`src/rtl/savemem_pkg.sv`:
```
package savemem_pkg;
   typedef enum logic [2:0] {
      KIND_NONE    = 3'd0,
      KIND_EE9     = 3'd1,
      KIND_EE16    = 3'd2,
      KIND_FLASH   = 3'd3,
      KIND_UNKNOWN = 3'd4
   } mem_kind_t;

   localparam int BYTE_W    = 8;
   localparam int KIND_W    = 3;
   localparam int ABITS_W   = 5;
endpackage

```
`src/rtl/savemem_seq.sv`:
```
module savemem_seq #(
   parameter int          ID_BYTES = 3,
   parameter logic [7:0]  STAT_CMD = 8'h05,
   parameter logic [7:0]  ID_CMD   = 8'h9F,
   parameter logic [7:0]  FILL     = 8'hFF,
   localparam int         TOTAL    = 3 + ID_BYTES,
   localparam int         IDX_W    = $clog2(TOTAL + 1)
) (
   input  logic             clk,
   input  logic             rst_n,
   input  logic             start_i,
   input  logic             ack_i,
   output logic             req_o,
   output logic [7:0]       tx_byte_o,
   output logic             keep_sel_o,
   output logic             busy_o,
   output logic             done_o,
   output logic             accept_o,
   output logic [IDX_W-1:0] idx_o
);
   localparam logic [IDX_W-1:0] LAST_IDX = IDX_W'(TOTAL - 1);
   localparam logic [IDX_W-1:0] STAT_IDX = IDX_W'(1);
   localparam logic [IDX_W-1:0] IDC_IDX  = IDX_W'(2);

   logic             busy_q, done_q;
   logic [IDX_W-1:0] idx_q;

   always_ff @(posedge clk) begin
      if (!rst_n) begin
         busy_q <= 1'b0;
         done_q <= 1'b0;
         idx_q  <= '0;
      end else begin
         done_q <= 1'b0;
         if (!busy_q) begin
            if (start_i) begin
               busy_q <= 1'b1;
               idx_q  <= '0;
            end
         end else if (ack_i) begin
            if (idx_q == LAST_IDX) begin
               busy_q <= 1'b0;
               done_q <= 1'b1;
            end else begin
               idx_q <= idx_q + 1'b1;
            end
         end
      end
   end

   always_comb begin
      if (idx_q == '0)          tx_byte_o = STAT_CMD;
      else if (idx_q == IDC_IDX) tx_byte_o = ID_CMD;
      else                       tx_byte_o = FILL;
      keep_sel_o = !((idx_q == STAT_IDX) || (idx_q == LAST_IDX));
   end

   assign req_o    = busy_q;
   assign busy_o   = busy_q;
   assign done_o   = done_q;
   assign accept_o = busy_q && ack_i;
   assign idx_o    = idx_q;
endmodule

```
`src/rtl/savemem_capture.sv`:
```
module savemem_capture #(
   parameter int ID_BYTES = 3,
   parameter int IDX_W    = 3
) (
   input  logic                  clk,
   input  logic                  rst_n,
   input  logic                  accept_i,
   input  logic [IDX_W-1:0]      idx_i,
   input  logic [7:0]            rx_i,
   output logic [7:0]            status_o,
   output logic [ID_BYTES*8-1:0] id_o
);
   always_ff @(posedge clk) begin
      if (!rst_n)                                  status_o <= '0;
      else if (accept_i && idx_i == IDX_W'(1))     status_o <= rx_i;
   end

   for (genvar k = 0; k < ID_BYTES; k++) begin : g_id
      always_ff @(posedge clk) begin
         if (!rst_n)                                   id_o[k*8 +: 8] <= '0;
         else if (accept_i && idx_i == IDX_W'(3 + k))  id_o[k*8 +: 8] <= rx_i;
      end
   end
endmodule

```
`src/rtl/savemem_classify.sv`:
```
module savemem_classify
   import savemem_pkg::*;
#(
   parameter int         ID_BYTES   = 3,
   parameter logic [7:0] ST_ABSENT  = 8'hFF,
   parameter logic [7:0] ST_SMALL   = 8'hF0,
   parameter logic [7:0] ST_WIDE    = 8'h00,
   parameter int         SMALL_BITS = 9,
   parameter int         WIDE_BITS  = 16,
   parameter int         FLASH_BITS = 24
) (
   input  logic [7:0]            status_i,
   input  logic [ID_BYTES*8-1:0] id_i,
   output mem_kind_t             kind_o,
   output logic [ABITS_W-1:0]    abits_o
);
   logic id_blank;
   assign id_blank = &id_i;

   always_comb begin
      if (id_blank) begin
         if (status_i == ST_ABSENT)     kind_o = KIND_NONE;
         else if (status_i == ST_SMALL) kind_o = KIND_EE9;
         else if (status_i == ST_WIDE)  kind_o = KIND_EE16;
         else                           kind_o = KIND_UNKNOWN;
      end else begin
         if (status_i == ST_WIDE)       kind_o = KIND_FLASH;
         else                           kind_o = KIND_UNKNOWN;
      end
      case (kind_o)
         KIND_EE9:   abits_o = ABITS_W'(SMALL_BITS);
         KIND_EE16:  abits_o = ABITS_W'(WIDE_BITS);
         KIND_FLASH: abits_o = ABITS_W'(FLASH_BITS);
         default:    abits_o = '0;
      endcase
   end
endmodule

```
`src/rtl/savemem_probe.sv`:
```
module savemem_probe
   import savemem_pkg::*;
#(
   parameter int         ID_BYTES   = 3,
   parameter logic [7:0] STAT_CMD   = 8'h05,
   parameter logic [7:0] ID_CMD     = 8'h9F,
   parameter logic [7:0] FILL       = 8'hFF,
   parameter int         FLASH_BITS = 24
) (
   input  logic               clk,
   input  logic               rst_n,
   input  logic               start_i,
   output logic               req_o,
   output logic [7:0]         tx_byte_o,
   output logic               keep_sel_o,
   input  logic               ack_i,
   input  logic [7:0]         rx_byte_i,
   output logic               busy_o,
   output logic               done_o,
   output logic [KIND_W-1:0]  kind_o,
   output logic [ABITS_W-1:0] addr_bits_o
);
   localparam int TOTAL = 3 + ID_BYTES;
   localparam int IDX_W = $clog2(TOTAL + 1);

   if (ID_BYTES < 1 || ID_BYTES > 8) begin : g_bad_id
      $error("ID_BYTES out of range");
   end
   if (FLASH_BITS >= (1 << ABITS_W)) begin : g_bad_bits
      $error("FLASH_BITS does not fit the address-width output");
   end

   logic                  accept;
   logic [IDX_W-1:0]      idx;
   logic [7:0]            status_q;
   logic [ID_BYTES*8-1:0] id_q;
   mem_kind_t             kind;

   savemem_seq #(
      .ID_BYTES(ID_BYTES), .STAT_CMD(STAT_CMD), .ID_CMD(ID_CMD), .FILL(FILL)
   ) u_seq (
      .clk(clk), .rst_n(rst_n), .start_i(start_i), .ack_i(ack_i),
      .req_o(req_o), .tx_byte_o(tx_byte_o), .keep_sel_o(keep_sel_o),
      .busy_o(busy_o), .done_o(done_o), .accept_o(accept), .idx_o(idx)
   );

   savemem_capture #(.ID_BYTES(ID_BYTES), .IDX_W(IDX_W)) u_cap (
      .clk(clk), .rst_n(rst_n), .accept_i(accept), .idx_i(idx),
      .rx_i(rx_byte_i), .status_o(status_q), .id_o(id_q)
   );

   savemem_classify #(.ID_BYTES(ID_BYTES), .FLASH_BITS(FLASH_BITS)) u_cls (
      .status_i(status_q), .id_i(id_q), .kind_o(kind), .abits_o(addr_bits_o)
   );

   assign kind_o = kind;
endmodule

```
`config.mk`:
```
export PLATFORM = sky130hd
export DESIGN_NAME = savemem_probe
export DESIGN_NICKNAME = d
export VERILOG_FILES = /design/src/rtl/savemem_pkg.sv /design/src/rtl/savemem_seq.sv /design/src/rtl/savemem_capture.sv /design/src/rtl/savemem_classify.sv /design/src/rtl/savemem_probe.sv
export SDC_FILE = /design/constraint.sdc
export NUM_CORES = 1
export LEC_CHECK = 0
export BUFFER_PORTS_ARGS = -buffer_cell sky130_fd_sc_hd__buf_2
export CORE_UTILIZATION = 55
export DETAILED_ROUTE_END_ITERATION = 8
export HOLD_SLACK_MARGIN = 0.03
export PLACE_DENSITY = 0.79
export SYNTH_ARGS = -nofsm -noshare
export SYNTH_HDL_FRONTEND = slang
export SYNTH_SLANG_ARGS = --single-unit
```
`constraint.sdc`:
```
create_clock -name clk -period 3.5 [get_ports clk]
set_input_delay 0.35 -clock clk [delete_from_list [all_inputs] [get_ports clk]]
set_output_delay 0.35 -clock clk [all_outputs]
set_load 0.1 [all_outputs]
```
# After elaboration in Yosys (flattened, before gate mapping)

Index checks and enable logic that the tools add are counted.

Flip-flop bits (word level): 37
Input port bits: 12
Output and inout port bits: 20
Word-level logic and storage cells: 50

Add/sub/neg operators: 1
Eq/ne operators: 12
Multiplexer cells: 17
Reductions and logical operators: 13

Operator list:

| kind                                           | number |
|---|---|
| two-way mux 3 bit                              | 9 |
| AND reduction 24 bit                           | 1 |
| == test 8 bit (second input constant)          | 2 |
| one-hot mux 5 bit (3 select lines)             | 1 |
| == test 3 x 2 -> 1 bit (second input constant) | 4 |
| logical NOT 8 bit                              | 1 |
| two-way mux 8 bit                              | 1 |
| two-way mux 7 bit                              | 1 |
| == test 3 x 1 -> 1 bit (second input constant) | 2 |
| == test 3 bit (second input constant)          | 2 |
| AND reduction 3 bit                            | 2 |
| logical AND 1 bit                              | 5 |
| two-way mux 1 bit                              | 5 |
| != test 2 bit (second input constant)          | 2 |
| adder 3 x 1 -> 3 bit (second input constant)   | 1 |
| logical NOT 3 bit                              | 1 |
| nonzero test 2 bit                             | 1 |
| logical NOT 1 bit                              | 1 |
| logical OR 1 bit                               | 1 |

# Logic depth before layout (Yosys ltp)

Gate-level depths: netlist (run 1).

Word-level depth: 7
Gate-level depth with buffers: 7

# Modules after synthesis

Synthesis (run 1) repeated with hierarchy kept, for this count alone.

Cell total of the unflattened synthesis: 182
Area, all modules: 1734.2 um^2

By module, submodules not included:

| module           | instances | cells an instance | area each (um^2) | sequential area each (um^2) |
|---|---|---|---|---|
| savemem_capture  | 1         | 116               | 1203.7           | 640.6 |
| savemem_seq      | 1         | 40                | 350.3            | 100.1 |
| savemem_classify | 1         | 26                | 180.2            | 0.0 |

# Worst setup path after synthesis (run 1)

No wires, ideal clock.

Path kind: register -> output
Start: register u_seq.idx_q[0] (netlist: u_seq.idx_o[0])
End: output tx_byte_o[6]
Data arrival time: 3.404 ns
Path slack: -0.254 ns
Cell stages (with the launch flop): 5
Cell sequence: dfxtp_1 inv_1 ha_1 o21ai_0 buf_4

Cells in the longest elaborated chain, start to end: 3
Elaborated cells between the ends (all ways): 4
Classes of those cells: eq/ne (1); mux (2); reduce/logical (1)

Ends and longest elaborated chain:

| element                  | RTL line            | source |
|---|---|---|
| start: declaration       | savemem_seq.sv:26   | `logic [IDX_W-1:0] idx_q;` |
| start signal: assignment | savemem_seq.sv:45   | `idx_q <= idx_q + 1'b1;` |
| == test 3 x 2 -> 1 bit   | savemem_seq.sv:53   | `else if (idx_q == IDC_IDX) tx_byte_o = ID_CMD;` |
| two-way mux 7 bit        | savemem_seq.sv:53   |  |
| two-way mux 8 bit *      | savemem_seq.sv:52   | `if (idx_q == '0) tx_byte_o = STAT_CMD;` |
| end: declaration         | savemem_probe.sv:14 | `output logic [7:0] tx_byte_o,` |

Mark *: on every way between the ends. The rest lies on a longest branch, timed or not.

# Final worst setup path (run 1)

Start: register u_cap.id_o[18]
End: output addr_bits_o[3]

Cells in the longest elaborated chain, start to end: 4
Elaborated cells between the ends (all ways): 6
Classes of those cells: eq/ne (3); mux (2); reduce/logical (1)

Ends and longest elaborated chain:

| element                                                                 | RTL line               | source |
|---|---|---|
| start: declaration                                                      | savemem_capture.sv:11  | `output logic [ID_BYTES*8-1:0] id_o` |
| start signal: indexed assignment                                        | savemem_capture.sv:21  | `else if (accept_i && idx_i == IDX_W'(3 + k)) id_o[k*8 +: 8] <= rx_i;` |
| AND reduction 24 bit *                                                  | savemem_classify.sv:18 | `assign id_blank = &id_i;` |
| two-way mux 3 bit *                                                     | savemem_classify.sv:21 | `if (id_blank) begin` |
| == test 3 x 2 -> 1 bit / == test 3 x 1 -> 1 bit (equally long branches) | savemem_classify.sv:30 | `case (kind_o)` |
| one-hot mux 5 bit (3 select lines) *                                    | savemem_classify.sv:30 |  |
| end: declaration                                                        | savemem_probe.sv:21    | `output logic [ABITS_W-1:0] addr_bits_o` |

Marks and branches as above.

==> impl_results.md, run 1 <==
* Cell variety after synth at 31
* Slew @ Worst Pin at 0.537 ns
* Number of flops mapped to enable cells by yosys at 0
* Seq/Total Area, Yosys at 43.0%
* Detail Route Antenna Nets at 0
* DP HPWL at 2.45 mm
* Largest net degree at the start of global routing at 38
* Simple-Gate Fraction of Synth Area at 27.3%
* Slew HR at 63.9%
* FF-to-FF Start: u_seq.idx_o[0]
* Clock sink total at 37
* Initial core utilization at 60.4%
* Grt total ovfl at 0
* Vias in the first global route at 1286
* CTS tree: built
* Status: finished with violations
* Switch share at 32.9%
* Crit path cell chain: nand4_1, nor4_1, nand3_1, o2bb2ai_1, buf_2
* Inserted Clock Buffers at 5
* Core area at 2850 µm²
* Prevailing post-synth register cell: dfxtp_1
* FF-to-FF setup slack at 1.87 ns
* Synth Area per Inst at 8.58 µm²
* GRT Util Overall at 22.5%
* # DRC at 2
* Critical Path AT at 2.16 ns
* Initial antenna violation count at 0
* Worst setup EP type: output pin
* Io pins at 32
* Ratio of cells with drive above 1 in the final layout at 17.7%
* Synth Register Bits at 37
* Final min period at 2.51 ns
* Final hold violations at 0
* Via count at 1386
* CP peak stage delay at 0.51 ns
* Die Y at 58.0 µm
* Violated checks: design-rule violations
* Setup tns final at 0 ns
* Vias per Instance at 5.52
* Initial DRC count at 40
* Wirelength per Cell at 13.5 µm
* RePlAce Congestion at 0.762
* Fraction of synthesized cell area in xor and xnor cells at 0%
* Final setup vio count at 0
* Switching pwr at 0.000268 W
* CP Data Required Time at 3.15 ns
* Crit path from: u_cap.id_o[18]
* Post-Syn Area at 1720 µm²
* RR Endpoint: u_cap.status_o[3]
* Setup Fix Bufs, Post-CTS at 0
* Comb pwr share at 18.1%
* Fin. max-slew vios at 0
* Yosys warns at 0
* Row Count at 19
* DRT Pass-1 Iters at 9
* Post-synthesis mux area share at 4.64%
* H-tree depth at 2
* Internal power at 0.000545 W
* Post-synth ARST share at 0%
* Top cell type's share of synthesized area at 43.0%
* Slowest stage cell, crit path: nor4_1
* Power Density at 437 nW/µm²
* Clock Tree Root: clkbuf_4
* Top post-synthesis cells by area: dfxtp_1, nand2_1, a21boi_0
* Register-to-Register Path Depth at 5
* Top-count cell post-synth: nand2_1
* Crit-path max FO at 3
* DIE AREA at 3360 µm²
* Nets at 236
* Inserted Diodes at 0
* Period Utilization, post-route at 71.8%
* Sequential share of power at 52.6%
* Worst min-delay path category: input port to flop
* Synth Area in Compound Gates at 13.6%
* End of the critical path: addr_bits_o[3]
* Clk_skew at 0.00968 ns
* Area after DPL at 1790 µm²
* Post-Synth Adder-Cell Area at 3.63%
* Area delta synth->final at 7.76%
* Fmax at 398 MHz
* Final Cell Area at 1860 µm²
* Peak supply drop at 0.000281 V
* Largest family of logic cells by synthesized area: simple AND/OR/NAND/NOR gates
* First-pass GRT wire length at 5.64 mm
* Hold Buf Count CTS at 0
* Resized cells post-CTS at 0
* Leakage power at 0.758 nW
* Startpoint types: flop
* Crit path kind: flop to output pin
* PortBufs at 27
* Top cells by count, synth: nand2_1, dfxtp_1, a21boi_0
* Die extent in x at 58.0 µm
* Cells after synthesis at 201
* RSZ-0062 raised after global routing: no
* Total Routed Length at 3.39 mm
* Max Cap Viol at 0
* Clock network fraction of design power at 29.3%
* Worst-path clk slew at 0.11 ns
* Clk_lat worst skew at 0.34 ns
* Cell taking the most area after synthesis: dfxtp_1
* Clock Path Buffers at 2
-- power groups by stage --
stage,sequential [W],combinational (W),clock [W]
finish,0.000427,0.000147,0.000238
global route,0.000428,0.000153,0.000262
CTS,0.000427,0.000147,0.000245
detailed placement,0.000437,0.000147,0
global placement,0.000436,0.000146,0
floorplan,0.000440,0.000129,0
-- per-layer routing --
metal	track usage (%)	wire, µm
met2	38.8	1650
met1	27.0	1510
met4	9.86	60
met5	0	0
met3	4.91	170
-- layout make-up --
cell class | count | area (µm²)
clock buffer | 6 | 51.3
clock inverter | 2 | 13.8
fill | 261 | 995
inverter | 4 | 15.0
multi-input combinational | 144 | 863
sequential | 37 | 741
tap | 31 | 38.8
timing repair buffer | 27 | 135
-- worst min-delay path by stage --
stage	from	to	slack, ns	cells after the start
2_1_floorplan	u_cap.status_o[7]	u_cap.status_o[7]	0.44	2
3_3_place_gp	u_cap.status_o[7]	u_cap.status_o[7]	0.45	2
3_5_place_dp	u_cap.id_o[10]	u_cap.id_o[10]	0.46	2
4_1_cts	start_i	u_seq.busy_o	0.27	3
5_1_grt	rx_byte_i[3]	u_cap.id_o[19]	0.27	3
6_report	start_i	u_seq.busy_o	0.27	3
-- state kept, by name, summed over array words and instances, names as in the netlist --
register	cells
u_cap.id_o	24
u_cap.status_o	8
u_seq.busy_o	1
u_seq.done_o	1
u_seq.idx_o	3
-- critical path, delay by kind of cell (launching register included) --
kind            cells  cell delay [ns]
compound gates      1             0.19
simple gates        3             0.83
flops               1             0.36
buf+inv             1             0.44
-- kinds of logic after synthesis --
logic type,after synthesis
AO/OA/AOI/OAI,32
adder cells (fa/ha/maj),5
buffers and inverters,22
flip-flops,37
multiplexers,8
other,2
AND/OR/NAND/NOR,95
-- layout by cell type, fill, tap and decap left out, drive strengths merged --
cell	n
dfxtp	37
nand4	10
nor2	9
inv	4
nor2b	8
clkbuf	6
and3	3
ha	5
buf	27
or4	2
a21boi	25
conb	4
o21ai	2
o21a	2
a21oi	1
mux2i	8
and2	1
nand2b	2
nor4	1
nand3	5
nand2	52
o2bb2ai	2
clkinv	2
and4	2
-- stage by stage --
| stage | hold WS [ns] | setup WS [ns] | total power (W) | util (%) | cells |
|---|---|---|---|---|---|
| after CTS | 0.265 | 0.984 | 0.000819 | 65.1 | 251 |
| final | 0.271 | 0.987 | 0.000813 | 65.1 | 251 |
| after global placement | 0.447 | 1.47 | 0.000582 | 62.9 | 243 |
| after detailed placement | 0.461 | 1.38 | 0.000583 | 62.9 | 243 |
| after global routing | 0.274 | 0.797 | 0.000843 | 65.1 | 251 |
| after floorplan | 0.439 | 0.600 | 0.000569 | - | 203 |
No activity file was read; power rests on OpenSTA's default activity.
==> run 2, diff against run 1 <==
--- a/config.mk
+++ b/config.mk
@@ -5,11 +5,12 @@
 export SDC_FILE = /design/constraint.sdc
 export NUM_CORES = 1
 export LEC_CHECK = 0
+export ABC_AREA = 1
 export BUFFER_PORTS_ARGS = -buffer_cell sky130_fd_sc_hd__buf_2
-export CORE_UTILIZATION = 55
+export CORE_UTILIZATION = 54
 export DETAILED_ROUTE_END_ITERATION = 8
 export HOLD_SLACK_MARGIN = 0.03
-export PLACE_DENSITY = 0.79
+export PLACE_DENSITY = 0.78
 export SYNTH_ARGS = -nofsm -noshare
 export SYNTH_HDL_FRONTEND = slang
 export SYNTH_SLANG_ARGS = --single-unit
==> constraint.sdc (replaced) <==
create_clock -name clk -period 2.4 [get_ports clk]
set_input_delay 0.24 -clock clk [delete_from_list [all_inputs] [get_ports clk]]
set_output_delay 0.24 -clock clk [all_outputs]
set_load 0.1 [all_outputs]
==> impl_results.md, run 2 <==
* Area delta synth->final at 9.14%
* Leakage power at 0.815 nW (+7.6%)
* Clock Path Buffers at 2 (unchanged)
* Hold Buf Count CTS at 0 (unchanged)
* Synth Area per Inst at 7.10 µm² (-17%)
* Wirelength per Cell at 11.5 µm (-15%)
* Crit path cell chain: nand2_1, nor2_1, nand2_1, nor2_1, nand3b_1, nand2_1, buf_2
* Period Utilization, post-route at 83.3%
* Vias in the first global route at 1382 (+7.5%)
* Inserted Clock Buffers at 5 (unchanged)
* Layout fillers at 270 (+3.4%)
* Peak supply drop at 0.000398 V (+41%)
* Worst hold start: rx_byte_i[0]
* Resized cells post-CTS at 0 (unchanged)
* Grt total ovfl at 0 (unchanged)
* CTS tree: built
* Fin. max-slew vios at 0 (unchanged)
* Clock Tree Root: clkbuf_4
* Row Count at 19 (unchanged)
* Crit path kind: flop to output pin
* RSZ-0062 raised after global routing: no
* Detail Route Antenna Nets at 0 (unchanged)
* Largest net degree at the start of global routing at 29 (-24%)
* Prevailing post-synth register cell: dfxtp_1
* Final Cell Area at 1850 µm² (-0.27%)
* Worst min-delay path category: input port to flop
* DIE AREA at 3370 µm² (+0.29%)
* Area of the multi-input gates at 776 µm² (-10%)
* Worst setup margin at 0.402 ns (-0.585 ns)
* Max Cap Viol at 0 (unchanged)
* Clock sink total at 37 (unchanged)
* Post-synth ARST share at 0% (unchanged)
* Clk_skew at 0.00267 ns (-0.00701 ns)
* # DRC at 0 (-2)
* Number of flops mapped to enable cells by yosys at 0 (unchanged)
* Most frequent cells in the layout: nand2_1, dfxtp_1, nor2_1, buf_2
* WP buf/inv at 1 (unchanged)
* PortBufs at 27 (unchanged)
* FF-to-FF Start: u_seq.busy_o
* Die extent in x at 58.1 µm (+0.15%)
* Clk_lat worst skew at 0.33 ns (about the same)
* CP delay by family, top: simple AND/OR/NAND/NOR gates
* DP HPWL at 2.55 mm (+4.0%)
* Die Y at 58.1 µm (+0.15%)
* Crit path from: u_cap.id_o[13]
* WP depth at 7 (+2)
* Inserted Diodes at 0 (unchanged)
* Seq/Total Area, Yosys at 43.6% (+0.66 points)
* Final hold violations at 0 (unchanged)
* Cell variety after synth at 22 (-29%)
* Register-to-Register Path Depth at 6 (+1)
* Worst Hold Path Cells at 3 (unchanged)
* Startpoint types: flop
* Dpl ws at 0.750 ns (-0.627 ns)
* CP peak stage delay at 0.42 ns (-0.09 ns)
* Critical Path AT at 1.76 ns (-0.40 ns)
* Nets at 277 (+17%)
* Top-count cell post-synth: nand2_1
* Synth Register Bits at 37 (unchanged)
* Yosys warns at 0 (unchanged)
* Area after DPL at 1800 µm² (+0.28%)
* Initial antenna violation count at 0 (unchanged)
* Setup Fix Bufs, Post-CTS at 0 (unchanged)
* Top cells by count, synth: nand2_1, dfxtp_1, nor2_1
* Final min period at 2.00 ns
* Top post-synthesis cells by area: dfxtp_1, nand2_1, nor2_1
* Max reg flops at 24 (unchanged)
* Biggest register: u_cap.id_o
* Initial DRC count at 56 (+40%)
* Worst-path clk slew at 0.10 ns (about the same)
* Via count at 1484 (+7.1%)
* RePlAce Congestion at 0.810 (+6.3%)
* Core area at 2880 µm² (+0.83%)
* Cell taking the most area after synthesis: dfxtp_1
* Power Density at 675 nW/µm² (+54%)
* Register area at 741 µm² (unchanged)
* Initial core utilization at 59.0% (-1.4 points)
* Top cell type's share of synthesized area at 43.6% (+0.66 points)
* Most common cell after layout, fill and taps aside: nand2_1
* Io pins at 32 (unchanged)
* Worst setup EP type: output pin
* Ratio of cells with drive above 1 in the final layout at 16.9% (-0.80 points)
* Vias per Instance at 4.91 (-11%)
* Post-Syn Area at 1700 µm² (-1.5%)
* Status: completed
* Slowest stage cell, crit path: buf_2
* Most used cell, CP: nand2_1
* CP Data Required Time at 2.16 ns (-0.99 ns)
* Fmax at 500 MHz
* DRT Pass-1 Iters at 6 (-3)
* Crit-path max FO at 3 (unchanged)
* H-tree depth at 2 (unchanged)
* Cells after synthesis at 239 (+19%)
* First-pass GRT wire length at 5.82 mm (+3.2%)
* Final setup vio count at 0 (unchanged)
* Total Routed Length at 3.49 mm (+2.8%)
* GRT Util Overall at 22.9% (+0.42 points)
[run 2: per-layer routing]
| layer | share of wire (%) | up-vias | GRT usage (%) | routed length (µm) |
|---|---|---|---|---|
| met5 | 0 | - | 0 | 0 |
| met4 | 1.3 | 0 | 8.16 | 46 |
| met3 | 6.3 | 7 | 4.69 | 218 |
| met2 | 47 | 42 | 38.9 | 1640 |
| met1 | 45 | 650 | 28.9 | 1580 |
| li1 | - | 785 | - | - |
[run 2: area by class of cell]
| class | count | area share (%) |
|---|---|---|
| repair buffers | 27 | 7.29 |
| clock buffers | 7 | 2.97 |
| multi-input cells | 164 | 41.9 |
| flip-flops and latches | 37 | 40.0 |
| inverters | 25 | 5.06 |
| well taps | 42 | 2.84 |
[run 2: cell families (layout without fill, tap and decap cells)]
family	after synthesis	in the layout	synth area share [%]
AND/OR/NAND/NOR	113	113	28.0
AO/OA/AOI/OAI	42	42	12.9
buffers and inverters	40	59	11.3
adder cells (fa/ha/maj)	5	5	3.68
flip-flops	37	37	43.6
other	2	4	0.442
[run 2: report_power, final]
part / total (W) / internal, W / switching [W]
sequential: 0.000624 / 0.000619 / 0.00000451
combinational: 0.000299 / 0.0000382 / 0.000261
clock: 0.000328 / 0.000138 / 0.000189
[run 2: final timing paths]
check	end	slack, ns
worst max-delay path	kind_o[0]	0.40
worst min-delay path	u_cap.id_o[16]	0.16
worst max register to register	u_cap.status_o[6]	0.90
worst min register to register	u_cap.id_o[1]	0.47
[run 2: through the flow]
stage / utilization, % / total power, W / instances / setup TNS, ns / hold WS [ns]
after CTS: 64.4 / 0.00125 / 302 / 0 / 0.153
after detailed placement: 62.5 / 0.000938 / 295 / 0 / 0.459
final: 64.4 / 0.00125 / 302 / 0 / 0.162
after global routing: 64.4 / 0.00130 / 302 / 0 / 0.165
after global placement: 62.5 / 0.000937 / 295 / 0 / 0.455
after floorplan: - / 0.000905 / 241 / -0.0221 / 0.343
[run 2: worst min-delay path: cells and delay by family]
family	cells	cell delay [ns]
buffers and inverters	1	0.13
and+or+nand+nor	2	0.10
==> run 3, diff against run 2 <==
--- a/config.mk
+++ b/config.mk
@@ -5,7 +5,7 @@
 export SDC_FILE = /design/constraint.sdc
 export NUM_CORES = 1
 export LEC_CHECK = 0
-export ABC_AREA = 1
+export ABC_AREA = 0
 export BUFFER_PORTS_ARGS = -buffer_cell sky130_fd_sc_hd__buf_2
 export CORE_UTILIZATION = 54
 export DETAILED_ROUTE_END_ITERATION = 8
==> constraint.sdc (replaced) <==
create_clock -name clk -period 2 [get_ports clk]
set_input_delay 0.2 -clock clk [delete_from_list [all_inputs] [get_ports clk]]
set_output_delay 0.2 -clock clk [all_outputs]
set_load 0.1 [all_outputs]
==> impl_results.md, run 3 (same netlist as run 1, synthesis figures left out) <==
* Status: completed
* Placed Cells at 256 (-13%)
* Biggest register: u_cap.id_o
* Final core occ at 68.6% (+4.2 points)
* Period Utilization, post-route at 100%
* Setup tns final at 0 ns (unchanged)
* DP HPWL at 2.37 mm (-7.2%)
* Final setup vio count at 0 (unchanged)
* Slew @ Worst Pin at 0.504 ns
* RSZ-0062 raised after global routing: yes
* Initial DRC count at 45 (-20%)
* CP delay by family, top: simple AND/OR/NAND/NOR gates
* Fin. max-slew vios at 0 (unchanged)
* Power Density at 747 nW/µm² (+11%)
* Crit path kind: flop to output pin
* PortBufs at 27 (unchanged)
* Crit-path max FO at 4 (+1)
* Inserted Diodes at 0 (unchanged)
* GRT Util Overall at 22.7% (-0.22 points)
* Row Count at 20 (+1)
* Clock Path Buffers at 2 (unchanged)
* Max Cap Viol at 0 (unchanged)
* DRT Pass-1 Iters at 4 (-2)
* Worst setup EP type: output pin
* Critical Path AT at 1.80 ns (+0.04 ns)
* CTS tree: built
* RePlAce Congestion at 0.771 (-4.8%)
* Via count at 1391 (-6.3%)
* Nets at 239 (-14%)
* Most frequent cells in the layout: nand2_1, dfxtp_1, a21boi_0, buf_2, nand4_1
* WP buf/inv at 1 (unchanged)
* Inserted Clock Buffers at 5 (unchanged)
* Grt total ovfl at 0 (unchanged)
* Largest net degree at the start of global routing at 38 (+31%)
* Die Y at 58.5 µm (+0.74%)
* Initial antenna violation count at 0 (unchanged)
* Startpoint types: flop
* Ratio of cells with drive above 1 in the final layout at 25.6% (+8.6 points)
* Peak supply drop at 0.000544 V (+37%)
* Worst-path clk slew at 0.11 ns (about the same)
* Final min period at 2.00 ns
* Hold Buf Count CTS at 0 (unchanged)
* Vias per Instance at 5.21 (+6.0%)
* Clock Tree Root: clkbuf_4
* Worst min-delay path category: input port to flop
* Vias in the first global route at 1219 (-12%)
* Final hold violations at 0 (unchanged)
* Final Non-Filler Cells at 267 (-12%)
* Clk_skew at 0.0106 ns (+0.00797 ns)
* Area delta synth->final at 21.6%
* Crit path cell chain: or4_4, nor2_8, o2bb2ai_4, buf_12
* First-pass GRT wire length at 5.67 mm (-2.5%)
* Fmax at 500 MHz
* H-tree depth at 2 (unchanged)
* Most common cell after layout, fill and taps aside: nand2_1
* Total Routed Length at 3.46 mm (-0.95%)
* Core area at 3050 µm² (+6.1%)
* Clk_lat worst skew at 0.35 ns (+0.02 ns)
* Hold_ws at 0.116 ns (-0.0469 ns)
* Initial core utilization at 56.5% (-2.6 points)
* Leakage power at 0.843 nW (+3.4%)
* Area after DPL at 1910 µm² (+6.2%)
* Clock sink total at 37 (unchanged)
* Slowest stage cell, crit path: or4_4
* # DRC at 0 (unchanged)
* Final Cell Area at 2100 µm² (+13%)
* CP Data Required Time at 1.80 ns (-0.36 ns)
* Die extent in x at 58.5 µm (+0.74%)
* Layout fillers at 262 (-3.0%)
* Max reg flops at 24 (unchanged)
* CP peak stage delay at 0.60 ns (+0.18 ns)
* Detail Route Antenna Nets at 0 (unchanged)
* Slew HR at 66.4%
* DIE AREA at 3420 µm² (+1.5%)
* Io pins at 32 (unchanged)
* Wirelength per Cell at 12.9 µm (+12%)
run 3: area by class of cell:
type | instances | area [µm²] | share of cell area [%]
Multi-Input combinational cell | 144 | 937 | 44.7
Clock buffer | 5 | 37.5 | 1.79
Clock inverter | 3 | 46.3 | 2.21
Sequential cell | 37 | 748 | 35.7
Inverter | 4 | 15.0 | 0.716
Tap cell | 44 | 55.1 | 2.63
Timing Repair Buffer | 30 | 256 | 12.2
run 3: worst min-delay path: cells and delay by family:
kind | cells | cell delay, ns
buffers and inverters | 1 | 0.08
AO/OA/AOI/OAI | 1 | 0.07
AND/OR/NAND/NOR | 1 | 0.07
run 3: per-stage QoR:
step	power [W]	setup WS (ns)
floorplan	0.00100	-0.165
global placement	0.00105	0.309
detailed placement	0.00105	0.246
CTS	0.00158	-0.0247
global route	0.00161	-0.102
finish	0.00157	0.000316
run 3: path summary, 6_finish.rpt:
path | startpoint | to | slack [ns] | cells after the start
worst max-delay path | u_cap.status_o[0] | kind_o[0] | 0.0003 | 4
worst min-delay path | start_i | u_seq.busy_o | 0.12 | 3
worst max register to register | u_seq.idx_o[0] | u_cap.status_o[4] | 0.45 | 5
worst min register to register | u_cap.id_o[13] | u_cap.id_o[13] | 0.47 | 2
run 3: timing repair:
| item | 4_1_cts | 5_1_grt |
|---|---|---|
| setup endpoints to repair | 4 | 7 |
| gates cloned | 0 | 0 |
| gates resized for setup | 8 | 8 |
| buffers inserted | 2 | 1 |
| pin swaps | 7 | 8 |
run 3: power by group:
group          internal [W]  switching, W  leakage [nW]
clock network      0.000265      0.000256        0.0414
registers          0.000741    0.00000635         0.302
logic             0.0000729      0.000225         0.500
total               0.00108      0.000487         0.843
run 3: layer usage:
layer  vias up  part of all wire, %  GRT usage [%]
li1        707                    -              -
met1       636                   46           30.6
met2        40                   46           34.3
met3         8                  6.5           4.62
met4         0                  2.0           12.2
met5         -                    0              0
